### src/rtl/bds_pkg.sv
package bds_pkg;

  parameter int unsigned RESP_W = 2;

  // Width of a counter that must reach the value d.
  function automatic int cnt_bits(input int d);
    return (d < 2) ? 1 : $clog2(d + 1);
  endfunction

endpackage

### src/rtl/bds_chan_pass.sv
// Zero-latency channel pass-through: valid/payload forward, ready back.
module bds_chan_pass #(
  parameter int unsigned PW = 8
) (
  input  logic          in_valid,
  output logic          in_ready,
  input  logic [PW-1:0] in_data,
  output logic          out_valid,
  input  logic          out_ready,
  output logic [PW-1:0] out_data
);

  always_comb begin
    out_valid = in_valid;
    out_data  = in_data;
    in_ready  = out_ready;
  end

endmodule

### src/rtl/bds_delay_stage.sv
// One-entry holding stage that releases its beat DELAY cycles after capture.
module bds_delay_stage #(
  parameter int unsigned PW    = 65,
  parameter int unsigned DELAY = 15
) (
  input  logic          clk,
  input  logic          rst_n,
  input  logic          in_valid,
  output logic          in_ready,
  input  logic [PW-1:0] in_data,
  output logic          out_valid,
  input  logic          out_ready,
  output logic [PW-1:0] out_data
);

  localparam int unsigned CNT_W = bds_pkg::cnt_bits(DELAY);
  localparam logic [CNT_W-1:0] CNT_END = CNT_W'(DELAY);

  logic             busy_q, busy_d;
  logic [CNT_W-1:0] cnt_q, cnt_d;
  logic [PW-1:0]    hold_q;
  logic             take, give;

  assign in_ready  = !busy_q;
  assign out_valid = busy_q && (cnt_q == CNT_END);
  assign out_data  = hold_q;
  assign take      = in_valid && !busy_q;
  assign give      = out_valid && out_ready;

  always_comb begin
    busy_d = busy_q;
    cnt_d  = cnt_q;
    if (take) begin
      busy_d = 1'b1;
      cnt_d  = CNT_W'(1);
    end else if (give) begin
      busy_d = 1'b0;
    end else if (busy_q && (cnt_q != CNT_END)) begin
      cnt_d = cnt_q + CNT_W'(1);
    end
  end

  always_ff @(posedge clk or negedge rst_n) begin
    if (!rst_n) begin
      busy_q <= 1'b0;
      cnt_q  <= '0;
    end else begin
      busy_q <= busy_d;
      cnt_q  <= cnt_d;
    end
  end

  // Payload register: clock-enabled on capture only.
  always_ff @(posedge clk) begin
    if (take) begin
      hold_q <= in_data;
    end
  end

  AST_NO_EARLY_OUT: assert property (@(posedge clk) disable iff (!rst_n)
    (in_valid && in_ready) |=> !out_valid);
  AST_ONE_IN_FLIGHT: assert property (@(posedge clk) disable iff (!rst_n)
    (in_valid && in_ready) |=> !in_ready);
  AST_SLOT_FREES: assert property (@(posedge clk) disable iff (!rst_n)
    (out_valid && out_ready) |=> in_ready);
  AST_VALID_HELD: assert property (@(posedge clk) disable iff (!rst_n)
    (out_valid && !out_ready) |=> out_valid);
  AST_HOLD_PAYLOAD: assert property (@(posedge clk) disable iff (!rst_n)
    (out_valid && !out_ready) |=> $stable(out_data));

endmodule

### src/rtl/axi_beat_delay_slice.sv
module axi_beat_delay_slice #(
  parameter int unsigned DATA_W = 64,
  parameter int unsigned ID_W   = 4,
  parameter int unsigned ADDR_W = 32,
  parameter int unsigned LEN_W  = 8,
  parameter int unsigned DELAY  = 15
) (
  input  logic                       clk,
  input  logic                       rst_n,
  input  logic [ID_W-1:0]            s_awid,
  input  logic [ADDR_W-1:0]          s_awaddr,
  input  logic [LEN_W-1:0]           s_awlen,
  input  logic                       s_awvalid,
  output logic                       s_awready,
  input  logic [DATA_W-1:0]          s_wdata,
  input  logic [DATA_W/8-1:0]        s_wstrb,
  input  logic                       s_wlast,
  input  logic                       s_wvalid,
  output logic                       s_wready,
  output logic [ID_W-1:0]            s_bid,
  output logic [bds_pkg::RESP_W-1:0] s_bresp,
  output logic                       s_bvalid,
  input  logic                       s_bready,
  input  logic [ID_W-1:0]            s_arid,
  input  logic [ADDR_W-1:0]          s_araddr,
  input  logic [LEN_W-1:0]           s_arlen,
  input  logic                       s_arvalid,
  output logic                       s_arready,
  output logic [ID_W-1:0]            s_rid,
  output logic [DATA_W-1:0]          s_rdata,
  output logic [bds_pkg::RESP_W-1:0] s_rresp,
  output logic                       s_rlast,
  output logic                       s_rvalid,
  input  logic                       s_rready,
  output logic [ID_W-1:0]            m_awid,
  output logic [ADDR_W-1:0]          m_awaddr,
  output logic [LEN_W-1:0]           m_awlen,
  output logic                       m_awvalid,
  input  logic                       m_awready,
  output logic [DATA_W-1:0]          m_wdata,
  output logic [DATA_W/8-1:0]        m_wstrb,
  output logic                       m_wlast,
  output logic                       m_wvalid,
  input  logic                       m_wready,
  input  logic [ID_W-1:0]            m_bid,
  input  logic [bds_pkg::RESP_W-1:0] m_bresp,
  input  logic                       m_bvalid,
  output logic                       m_bready,
  output logic [ID_W-1:0]            m_arid,
  output logic [ADDR_W-1:0]          m_araddr,
  output logic [LEN_W-1:0]           m_arlen,
  output logic                       m_arvalid,
  input  logic                       m_arready,
  input  logic [ID_W-1:0]            m_rid,
  input  logic [DATA_W-1:0]          m_rdata,
  input  logic [bds_pkg::RESP_W-1:0] m_rresp,
  input  logic                       m_rlast,
  input  logic                       m_rvalid,
  output logic                       m_rready
);

  localparam int unsigned STRB_W = DATA_W / 8;
  localparam int unsigned RSP_W  = bds_pkg::RESP_W;
  localparam int unsigned AX_PW  = ID_W + ADDR_W + LEN_W;
  localparam int unsigned B_PW   = ID_W + RSP_W;
  localparam int unsigned W_PW   = STRB_W + 1 + DATA_W;
  localparam int unsigned R_PW   = ID_W + RSP_W + 1 + DATA_W;

  // Address and response channels: straight wires.
  bds_chan_pass #(.PW(AX_PW)) u_aw_pass (
    .in_valid (s_awvalid), .in_ready (s_awready),
    .in_data  ({s_awid, s_awaddr, s_awlen}),
    .out_valid(m_awvalid), .out_ready(m_awready),
    .out_data ({m_awid, m_awaddr, m_awlen})
  );

  bds_chan_pass #(.PW(AX_PW)) u_ar_pass (
    .in_valid (s_arvalid), .in_ready (s_arready),
    .in_data  ({s_arid, s_araddr, s_arlen}),
    .out_valid(m_arvalid), .out_ready(m_arready),
    .out_data ({m_arid, m_araddr, m_arlen})
  );

  bds_chan_pass #(.PW(B_PW)) u_b_pass (
    .in_valid (m_bvalid), .in_ready (m_bready),
    .in_data  ({m_bid, m_bresp}),
    .out_valid(s_bvalid), .out_ready(s_bready),
    .out_data ({s_bid, s_bresp})
  );

  // Data channels: per-beat delay.
  bds_delay_stage #(.PW(W_PW), .DELAY(DELAY)) u_w_stage (
    .clk      (clk),
    .rst_n    (rst_n),
    .in_valid (s_wvalid),
    .in_ready (s_wready),
    .in_data  ({s_wstrb, s_wlast, s_wdata}),
    .out_valid(m_wvalid),
    .out_ready(m_wready),
    .out_data ({m_wstrb, m_wlast, m_wdata})
  );

  bds_delay_stage #(.PW(R_PW), .DELAY(DELAY)) u_r_stage (
    .clk      (clk),
    .rst_n    (rst_n),
    .in_valid (m_rvalid),
    .in_ready (m_rready),
    .in_data  ({m_rid, m_rresp, m_rlast, m_rdata}),
    .out_valid(s_rvalid),
    .out_ready(s_rready),
    .out_data ({s_rid, s_rresp, s_rlast, s_rdata})
  );

endmodule

### config.mk
export PLATFORM = sky130hd
export DESIGN_NAME = axi_beat_delay_slice
export DESIGN_NICKNAME = d
export VERILOG_FILES = /design/src/rtl/bds_pkg.sv /design/src/rtl/bds_chan_pass.sv /design/src/rtl/bds_delay_stage.sv /design/src/rtl/axi_beat_delay_slice.sv
export SDC_FILE = /design/constraint.sdc
export NUM_CORES = 1
export LEC_CHECK = 0
export BUFFER_PORTS_ARGS = -buffer_cell sky130_fd_sc_hd__buf_2
export CORE_AREA = 5 5 193 195
export CTS_CLUSTER_DIAMETER = 100
export DETAILED_ROUTE_END_ITERATION = 8
export DIE_AREA = 0 0 198 200
export HOLD_SLACK_MARGIN = 0.12
export PLACE_DENSITY_LB_ADDON = 0.1
export SYNTH_ARGS = -nofsm -noshare
export SYNTH_HDL_FRONTEND = slang
export SYNTH_SLANG_ARGS = --single-unit
### constraint.sdc
create_clock -name clk -period 3.25 [get_ports clk]
set_input_delay 0.325 -clock clk [delete_from_list [all_inputs] [get_ports clk]]
set_output_delay 0.325 -clock clk [all_outputs]
set_load 0.05 [all_outputs]
==> impl_metrics.csv, run 1 <==
group,metric,value,unit
yosys,synth_top_cell_area_share,76.9,%
timing,slew_viol_final,0,
route,ant_nets,0,
yosys,ys_ff_latch,154,
flow_run,drv_cap,0,
timing,fmax,510,MHz
route,drt-pass1-iter-count,4,
route,post_drt_wl_per_cell,21.0,um
placement,place_hpwl,19900,um
yosys,synth_edf_count,144,
timing,clock_skew,5.84,ps
timing,hold_viol_final,0,
setup_path,path_max_fanout,5,
yosys,syn_nets,547,
yosys,ys_types,21,
yosys,yosys-top-cells-area,"edfxtp_1 77%, buf_4 13%, dfrtp_1 4.4%",
cts,h-tree-depth,4,
global_route,grt.overflow.total,0,
cts,numCtsBuffers,17,
yosys,synthArstFlopShare,6.49,%
setup_path,crit_path_max_incr_delay,410,ps
timing,tightestPinTransition,728,ps
cts,cts_sinks,154,
yosys,ys_warn_count,0,
floorplan,fp-row-count,69,
power_and_ir_drop,powerDensity,660,mW/mm^2
timing,final.setup.tns,0,ps
layout,final_area,0.00894,sq mm
placement,portBuffers,297,
yosys,synth_top_area_cell,"edfxtp_1",
setup_path,crit_type,"reg2out",
layout,syn_to_final_growth,59.0,%
setup_path,cp.arrival,1640,ps
global_route,track_usage,11.4,%
layout,diodes,0,
floorplan,ios,498,
route,drc,0,
route,wirelength,23700,um
worst_hold_path,hold_depth,3,
floorplan,die_y,200,um
yosys,synth.avg_cell_area,19.1,sq um
floorplan,core_area,0.0352,sq mm
yosys,netlist_area,0.00562,sq mm
timing,period_share,60.4,%
setup_path,r2r_cells,2,
power_and_ir_drop,vdd_ir_drop_max,0.349,mV
layout,fin_nets,908,
power_and_ir_drop,cellLeakagePower,3.60,nW
timing,fin_crit,1960,ps
cts,clk_latency,430,ps
layout,finish.utilization,25.4,%
worst_hold_path,hold_class,"in2reg",
placement,routabilityCongestion,0.776,
cts,cts_resized,0,
yosys,syn_inst,295,
placement,place_ws,1410,ps
floorplan,die_w,198,um
global_route,grt_pass1_wl,31300,um
global_route,grt_pass1_vias,4141,
timing,setup_viol,0,
cts,clkTransAtPathRegs,60,ps
route,first_iter_violations,108,
placement,dpl_cell_area,0.00696,sq mm
setup_path,worst_path_max_delay_cell,"dfrtp_1",
route,viasPerCell,3.43,
power_and_ir_drop,finalPower,5.90,mW
route,vias,3881,
setup_path,crit_chain,"ha_1 -> nand3_2 -> nor2_1 -> buf_2",
run_status,outcome,"completed",
floorplan,dieArea,0.0396,sq mm
global_route,grt_max_degree,73,
cts,cts_tree,"built",
timing,rsz0062_at_grt,"no",
yosys,netlist_top_cells_count,"144 x edfxtp_1, 100 x buf_4, 10 x dfrtp_1",
layout,drive_above_1_share,49.8,%
yosys,yosysMostFrequentCell,"edfxtp_1",
setup_path,cp_data_required_time,2920,ps
timing,max_slew_margin,51.4,%
setup_path,cp-start-kind,"flop",
global_route,antenna_found_initial,0,
yosys,ys.flop_type,"edfxtp_1",
timing,worst_slack,1290,ps
cts,ctsRootBufferMaster,"clkbuf_16",
setup_path,worstSetupEndpointType,"output port",
yosys,synth_seq_area_share,81.3,%
cts,cts_buffer_depth,2,
floorplan,start_util,16.0,%
[layout by cell type, fill, tap and decap left out, drive strengths merged, types with 3 or more instances in the layout]
cell / count
buf: 300
dlygate4sd3: 144
edfxtp: 144
clkbuf: 19
dfrtp: 10
nor2: 6
clkinvlp: 6
clkinv: 6
inv: 4
nand4: 4
a211oi: 4
nor3: 3
nand3: 3
[registers in the layout, summed over array words and instances, names as in the netlist]
| name | flops |
|---|---|
| u_w_stage.cnt_q | 4 |
| u_w_stage.busy_q | 1 |
| u_r_stage.busy_q | 1 |
| u_w_stage.out_data | 73 |
| u_r_stage.out_data | 71 |
| u_r_stage.cnt_q | 4 |
[what timing repair did]
item / in CTS / in global routing
endpoints found under the hold margin: 153 / 0
setup endpoints to repair: 0 / 0
hold buffers: 144 / 0
buffers inserted: 0 / 0
[power breakdown]
| part | switching (mW) | internal, mW |
|---|---|---|
| sequential | 0.144 | 2.49 |
| combinational | 1.03 | 0.410 |
| clock | 0.797 | 1.04 |
| total | 1.97 | 3.94 |
[through the flow]
stage	cells	hold slack [ps]
floorplan	295	29.4
CTS	1130	128
global route	1130	140
global placement	954	207
finish	1130	166
detailed placement	954	213
[kinds of logic (layout without fill, tap and decap cells)]
group                      after synthesis  count (layout)  synth area share (%)
muxes                                    2               2                 0.356
adders and majority gates                2               2                 0.445
and+or+nand+nor                         18              18                  1.96
DFF                                    154             154                  81.3
AOI/OAI and AO/OA                       13              13                  1.89
buffers and inverters                  106             480                  14.0
[path summary, 6_finish.rpt]
| path | start | to | slack [ps] |
|---|---|---|---|
| min reg2reg | u_w_stage.cnt_q[1] | u_w_stage.cnt_q[1] | 550 |
| max reg2reg | u_w_stage.busy_q | u_w_stage.out_data[55] | 1420 |
| min in group asynchronous | rst_n | u_r_stage.cnt_q[1] | 300 |
| max in group asynchronous | rst_n | u_r_stage.cnt_q[2] | 2750 |
| max | u_r_stage.cnt_q[0] | s_rvalid | 1290 |
| min | s_wvalid | u_w_stage.cnt_q[1] | 170 |
[metal layers]
layer / part of all wire (%) / vias up / GRT usage (%) / wire length (um)
met5: 0.14 / - / 0.836 / 33
met3: 15 / 46 / 7.07 / 3490
met2: 49 / 344 / 19.3 / 11700
met4: 3.4 / 2 / 5.66 / 801
li1: - / 1707 / - / -
met1: 33 / 1782 / 10.7 / 7700
[critical path: cells and delay by family, from the launching register on]
family                   cells  cell delay, ps
AND/OR/NAND/NOR              2             260
flip-flops                   1             410
adder cells (fa/ha/maj)      1             270
buffers and inverters        1             270
[final cells by class]
| type | instances | area (sq um) |
|---|---|---|
| multi-input cells | 35 | 262 |
| repair buffers | 444 | 2980 |
| well taps | 461 | 577 |
| flip-flops and latches | 154 | 4570 |
| clock buffers | 19 | 433 |
| clock inverters | 13 | 105 |
| fillers | 3700 | 26300 |
| inverters | 4 | 15.0 |
Note: power is estimated with default switching activity, not from simulation.
==> run 2: changes to the inputs <==
- CORE_AREA: 5 5 193 195 -> 5 5 190 192
- DIE_AREA: 0 0 198 200 -> 0 0 195 197
- clock period: 3.25 -> 1.6 ns (I/O delays scaled with it)
==> run 2 against run 1 <==
Compared with the run above: highest routed layer is now met4; critical path depth is the same; global-route usage is 0.30 points lower; total power rose by 120%; worst setup slack worse by 1200 ps; first-iteration DRC count is 27% higher.
==> impl_metrics.csv, run 2 (synthesis gave the netlist of run 1 again) <==
group,metric,value,unit
setup_path,path_max_fanout,4,
timing,hold_viol_final,0,
timing,clock_skew,7.35,ps
power_and_ir_drop,cellLeakagePower,3.74,nW
placement,place_hpwl,18100,um
power_and_ir_drop,vdd_ir_drop_max,0.659,mV
setup_path,worst_path_max_delay_cell,"dfrtp_1",
route,viasPerCell,3.40,
floorplan,die_y,197,um
global_route,grt_max_degree,76,
layout,final_area,0.00924,sq mm
global_route,antenna_found_initial,0,
power_and_ir_drop,finalPower,12.7,mW
setup_path,r2r_cells,4,
global_route,track_usage,11.1,%
floorplan,dieArea,0.0384,sq mm
floorplan,fp-row-count,68,
timing,fin_crit,1540,ps
setup_path,crit_type,"reg2out",
route,first_iter_violations,137,
setup_path,cp_top_family,"flip-flops",
route,wirelength,22300,um
setup_path,crit_chain,"ha_4 -> nand3_4 -> nor2_4 -> buf_8",
setup_path,crit_path_max_incr_delay,400,ps
floorplan,ios,498,
layout,diodes,0,
timing,max_slew_margin,70.1,%
timing,period_share,96.5,%
cts,cts_buffer_depth,2,
layout,final-seq-area,0.00457,sq mm
global_route,grt_pass1_vias,4296,
route,vias,3883,
layout,syn_to_final_growth,64.4,%
cts,clk_latency,420,ps
timing,tightestPinTransition,448,ps
layout,num-fill-cells,3600,
setup_path,reg2reg_setup_slack,260,ps
setup_path,timing.rr.end,"u_w_stage.cnt_q[0]",
layout,fin_nets,927,
setup_path,cp_data_required_time,1440,ps
setup_path,worstSetupPathDepth,4,
layout,final_common_cell,"buf_2",
worst_hold_path,hold_class,"in2async",
setup_path,worstSetupEndpointType,"output port",
placement,place_ws,221,ps
placement,dpl_cell_area,0.00702,sq mm
floorplan,die_w,195,um
setup_path,worstSetupEndpoint,"s_rvalid",
timing,slew_viol_final,0,
placement,routabilityCongestion,0.746,
timing,fmax,648,MHz
power_and_ir_drop,powerDensity,1380,mW/mm^2
route,drt-pass1-iter-count,4,
floorplan,start_util,16.4,%
flow_run,drv_cap,0,
setup_path,timing.rr.start,"u_w_stage.busy_q",
setup_path,crit_start,"u_r_stage.cnt_q[1]",
placement,portBuffers,297,
floorplan,core_area,0.0342,sq mm
setup_path,cp-start-kind,"flop",
run_status,outcome,"completed",
global_route,grt.overflow.total,0,
layout,layout_common_cells,"293 x buf_2, 149 x dlygate4sd3_1, 144 x edfxtp_1",
setup_path,cp.arrival,1380,ps
route,drc,0,
cts,numCtsBuffers,17,
route,post_drt_wl_per_cell,19.5,um
timing,setup_viol,0,
route,ant_nets,0,
global_route,grt_pass1_wl,30800,um
layout,multi_input_area,317,sq um
cts,ctsRootBufferMaster,"clkbuf_16",
cts,clkTransAtPathRegs,60,ps
cts,h-tree-depth,4,
timing,rsz0062_at_grt,"yes",
cts,cts_sinks,154,
layout,largest_reg_flops,73,
timing,worst_slack,56.6,ps
setup_path,critPathBufInv,1,
layout,drive_above_1_share,51.7,%
cts,cts_tree,"built",
## run 2: power by group
| part | internal (mW) | total, mW | switching [mW] |
|---|---|---|---|
| Sequential | 5.04 | 5.29 | 0.252 |
| Clock | 2.34 | 4.09 | 1.76 |
| Combinational | 1.11 | 3.34 | 2.23 |
## run 2: final cells by class
class,count,share of cell area (%)
flip-flops and latches,154,49.5
well taps,455,6.16
clock inverters,14,1.76
clock buffers,18,4.64
repair buffers,463,34.4
multi-input cells,35,3.42
inverters,4,0.162
## run 2: routing by layer
metal | vias to the layer above | global-route usage, % | wire, um
met5 | - | 0 | 0
met4 | 0 | 4.53 | 601
met3 | 51 | 6.65 | 3090
met2 | 280 | 18.8 | 11100
met1 | 1805 | 11.0 | 7520
li1 | 1747 | - | -
## run 2: stage by stage
stage / hold WS, ps / TNS [ps] / utilization [%] / cells
3_5_place_dp: 50.6 / 0 / 20.5 / 953
4_1_cts: 124 / -11.8 / 26.9 / 1139
2_1_floorplan: -136 / -64990 / - / 295
5_1_grt: 158 / -10.3 / 27.0 / 1143
6_report: 156 / 0 / 27.0 / 1143
3_3_place_gp: 43.5 / 0 / 20.5 / 953
## run 2: worst min path at each step
| stage | end | depth (start not counted) | slack, ps | start |
|---|---|---|---|---|
| after floorplan | u_r_stage.busy_q | 0 | -140 | rst_n |
| after global placement | u_r_stage.busy_q | 1 | 40 | rst_n |
| after detailed placement | u_r_stage.busy_q | 1 | 50 | rst_n |
| after CTS | u_w_stage.cnt_q[2] | 2 | 120 | rst_n |
| after global routing | u_w_stage.cnt_q[2] | 2 | 160 | rst_n |
| final | u_w_stage.busy_q | 2 | 160 | rst_n |
## run 2: timing repair
| action | 4_1_cts | 5_1_grt |
|---|---|---|
| hold buffers | 149 | 0 |
| pin swaps | 2 | 4 |
| cloned | 0 | 0 |
| endpoints found under the setup margin | 2 | 2 |
| resized for setup | 12 | 6 |
| endpoints found under the hold margin | 158 | 0 |
| buffers inserted | 5 | 4 |
==> run 3: changes to the inputs <==
- PLACE_DENSITY: not set -> 0.5
- PLACE_DENSITY_LB_ADDON: 0.1 -> not set
==> run 3 against run 2 <==
Compared with the run above: sequential share of layout area grew 0.21 points; sequential cell count is the same; critical path depth unchanged; clock power down 6.8%; via count shrank 1.3%; design area fell by 0.42%; total power fell by 2.5%; largest power group unchanged; highest routed layer unchanged.
==> impl_metrics.csv, run 3 (synthesis gave the netlist of run 1 again) <==
group,metric,value,unit
timing,tightestPinTransition,353,ps
timing,max_slew_margin,76.5,%
setup_path,cp_top_family,"flip-flops",
power_and_ir_drop,finalPower,12.4,mW
route,first_iter_violations,80,
global_route,grt.overflow.total,0,
route,met2WireLength,12700,um
setup_path,crit_type,"reg2out",
floorplan,start_util,16.4,%
setup_path,crit_chain,"ha_2 -> nand3_2 -> nor2_4 -> buf_8",
timing,slew_viol_final,0,
power_and_ir_drop,cellLeakagePower,3.73,nW
worst_hold_path,hold_class,"in2async",
global_route,grt_pass1_wl,31500,um
setup_path,worst_path_max_delay_cell,"dfrtp_1",
timing,rsz0062_at_grt,"yes",
floorplan,dieArea,0.0384,sq mm
timing,period_share,99.0,%
power_and_ir_drop,vdd_ir_drop_max,0.656,mV
global_route,track_usage,11.6,%
route,wl_met1,7410,um
route,drt-pass1-iter-count,4,
floorplan,fp-row-count,68,
floorplan,die_y,197,um
setup_path,reg2reg_setup_slack,300,ps
timing,whs,159,ps
route,drc,0,
flow_run,drv_cap,0,
route,wirelength,23600,um
setup_path,cp_data_required_time,1440,ps
setup_path,cp.arrival,1420,ps
layout,final_area,0.00921,sq mm
cts,ctsRootBufferMaster,"clkbuf_16",
layout,drive_above_1_share,51.6,%
global_route,grt_pass1_vias,4219,
floorplan,die_w,195,um
layout,largest_reg_flops,73,
route,post_drt_wl_per_cell,20.5,um
setup_path,crit_path_max_incr_delay,370,ps
floorplan,core_area,0.0342,sq mm
cts,cts_sinks,154,
layout,layout_common_cells,"294 x buf_2, 149 x dlygate4sd3_1, 144 x edfxtp_1",
timing,setup_viol,0,
cts,h-tree-depth,4,
floorplan,ios,498,
cts,clkTransAtPathRegs,70,ps
setup_path,timing.rr.start,"u_w_stage.busy_q",
timing,fmax,631,MHz
timing,hold_viol_final,0,
setup_path,path_max_fanout,4,
timing,clock_skew,11.6,ps
route,viasPerCell,3.34,
route,vias,3832,
cts,cts_buffer_depth,2,
placement,portBuffers,297,
power_and_ir_drop,powerDensity,1350,mW/mm^2
route,dr.max_layer_used,"met4",
cts,numCtsBuffers,17,
global_route,antenna_found_initial,1,
setup_path,critPathBufInv,1,
setup_path,cp-start-kind,"flop",
run_status,outcome,"completed",
layout,multi_input_area,299,sq um
placement,routabilityCongestion,0.843,
global_route,grt_max_degree,66,
placement,dpl_cell_area,0.00704,sq mm
setup_path,r2r_cells,2,
cts,cts_tree,"built",
layout,fin_nets,931,
route,ant_nets,0,
timing,final.setup.tns,0,ps
layout,diodes,0,
timing,fin_crit,1580,ps
cts,clk_latency,420,ps
layout,num-fill-cells,3548,
setup_path,timing.rr.end,"u_w_stage.out_data[54]",
layout,final-seq-area,0.00457,sq mm
layout,final_common_cell,"buf_2",
route,route.met3.wl,2850,um
layout,syn_to_final_growth,63.7,%
setup_path,worstSetupEndpointType,"output port",
placement,place_hpwl,19100,um
run 3: cell types whose count changed in the layout (fill, tap and decap cells not counted), sizes merged:
cell    previous run  this run
clkinv             4         7
buf              314       317
clkbuf            18        20
inv                9         6
bufinv             2         1
run 3: repair_timing:
| item | 4_1_cts | 5_1_grt |
|---|---|---|
| setup endpoints to repair | 2 | 3 |
| cloned | 0 | 0 |
| resized for setup | 9 | 5 |
| hold buffers | 149 | 0 |
| hold endpoints to repair | 158 | 0 |
| setup buffers | 4 | 4 |
| pin swaps | 0 | 3 |
run 3: worst register-to-register path, cell delays in order, from the launching register on:
cell and delay [ps]:
dfrtp_1 440, nor2b_4 160, buf_12 290
run 3: final cells by class:
class / instances / share of cell area (%)
clock buffer: 19 / 4.70
sequential: 154 / 49.7
timing repair buffer: 467 / 34.7
tap: 455 / 6.18
inverter: 4 / 0.163
clock inverter: 13 / 1.33
multi-input combinational: 35 / 3.25
run 3: through the flow:
stage                     std cells  setup WS [ps]  utilization (%)
after detailed placement        958            274             20.6
after global placement          958            288             20.6
after CTS                      1143           1.50             26.8
after floorplan                 295           -449                -
final                          1147           15.4             26.9
after global routing           1147          -58.1             26.9
run 3: worst max-delay path by stage:
stage                                   from  slack (ps)                    end  depth (start not counted)
after floorplan             u_w_stage.busy_q        -450  u_w_stage.out_data[0]                          2
after global placement    u_r_stage.cnt_q[0]         290               s_rvalid                          4
after detailed placement  u_r_stage.cnt_q[0]         270               s_rvalid                          4
after CTS                 u_w_stage.cnt_q[1]           1               m_wvalid                          4
after global routing      u_w_stage.cnt_q[1]         -60               m_wvalid                          4
final                     u_w_stage.cnt_q[1]          20               m_wvalid                          4
run 3: report_power, final:
group	internal [mW]	switching [mW]	total (mW)
Clock	2.16	1.65	3.81
Combinational	1.10	2.20	3.30
Sequential	5.05	0.259	5.30
run 3: metal layers:
layer | global-route usage, % | vias to the layer above
li1 | - | 1753
met2 | 22.0 | 297
met1 | 10.5 | 1738
met5 | 0.494 | -
met4 | 3.98 | 0
met3 | 6.02 | 44
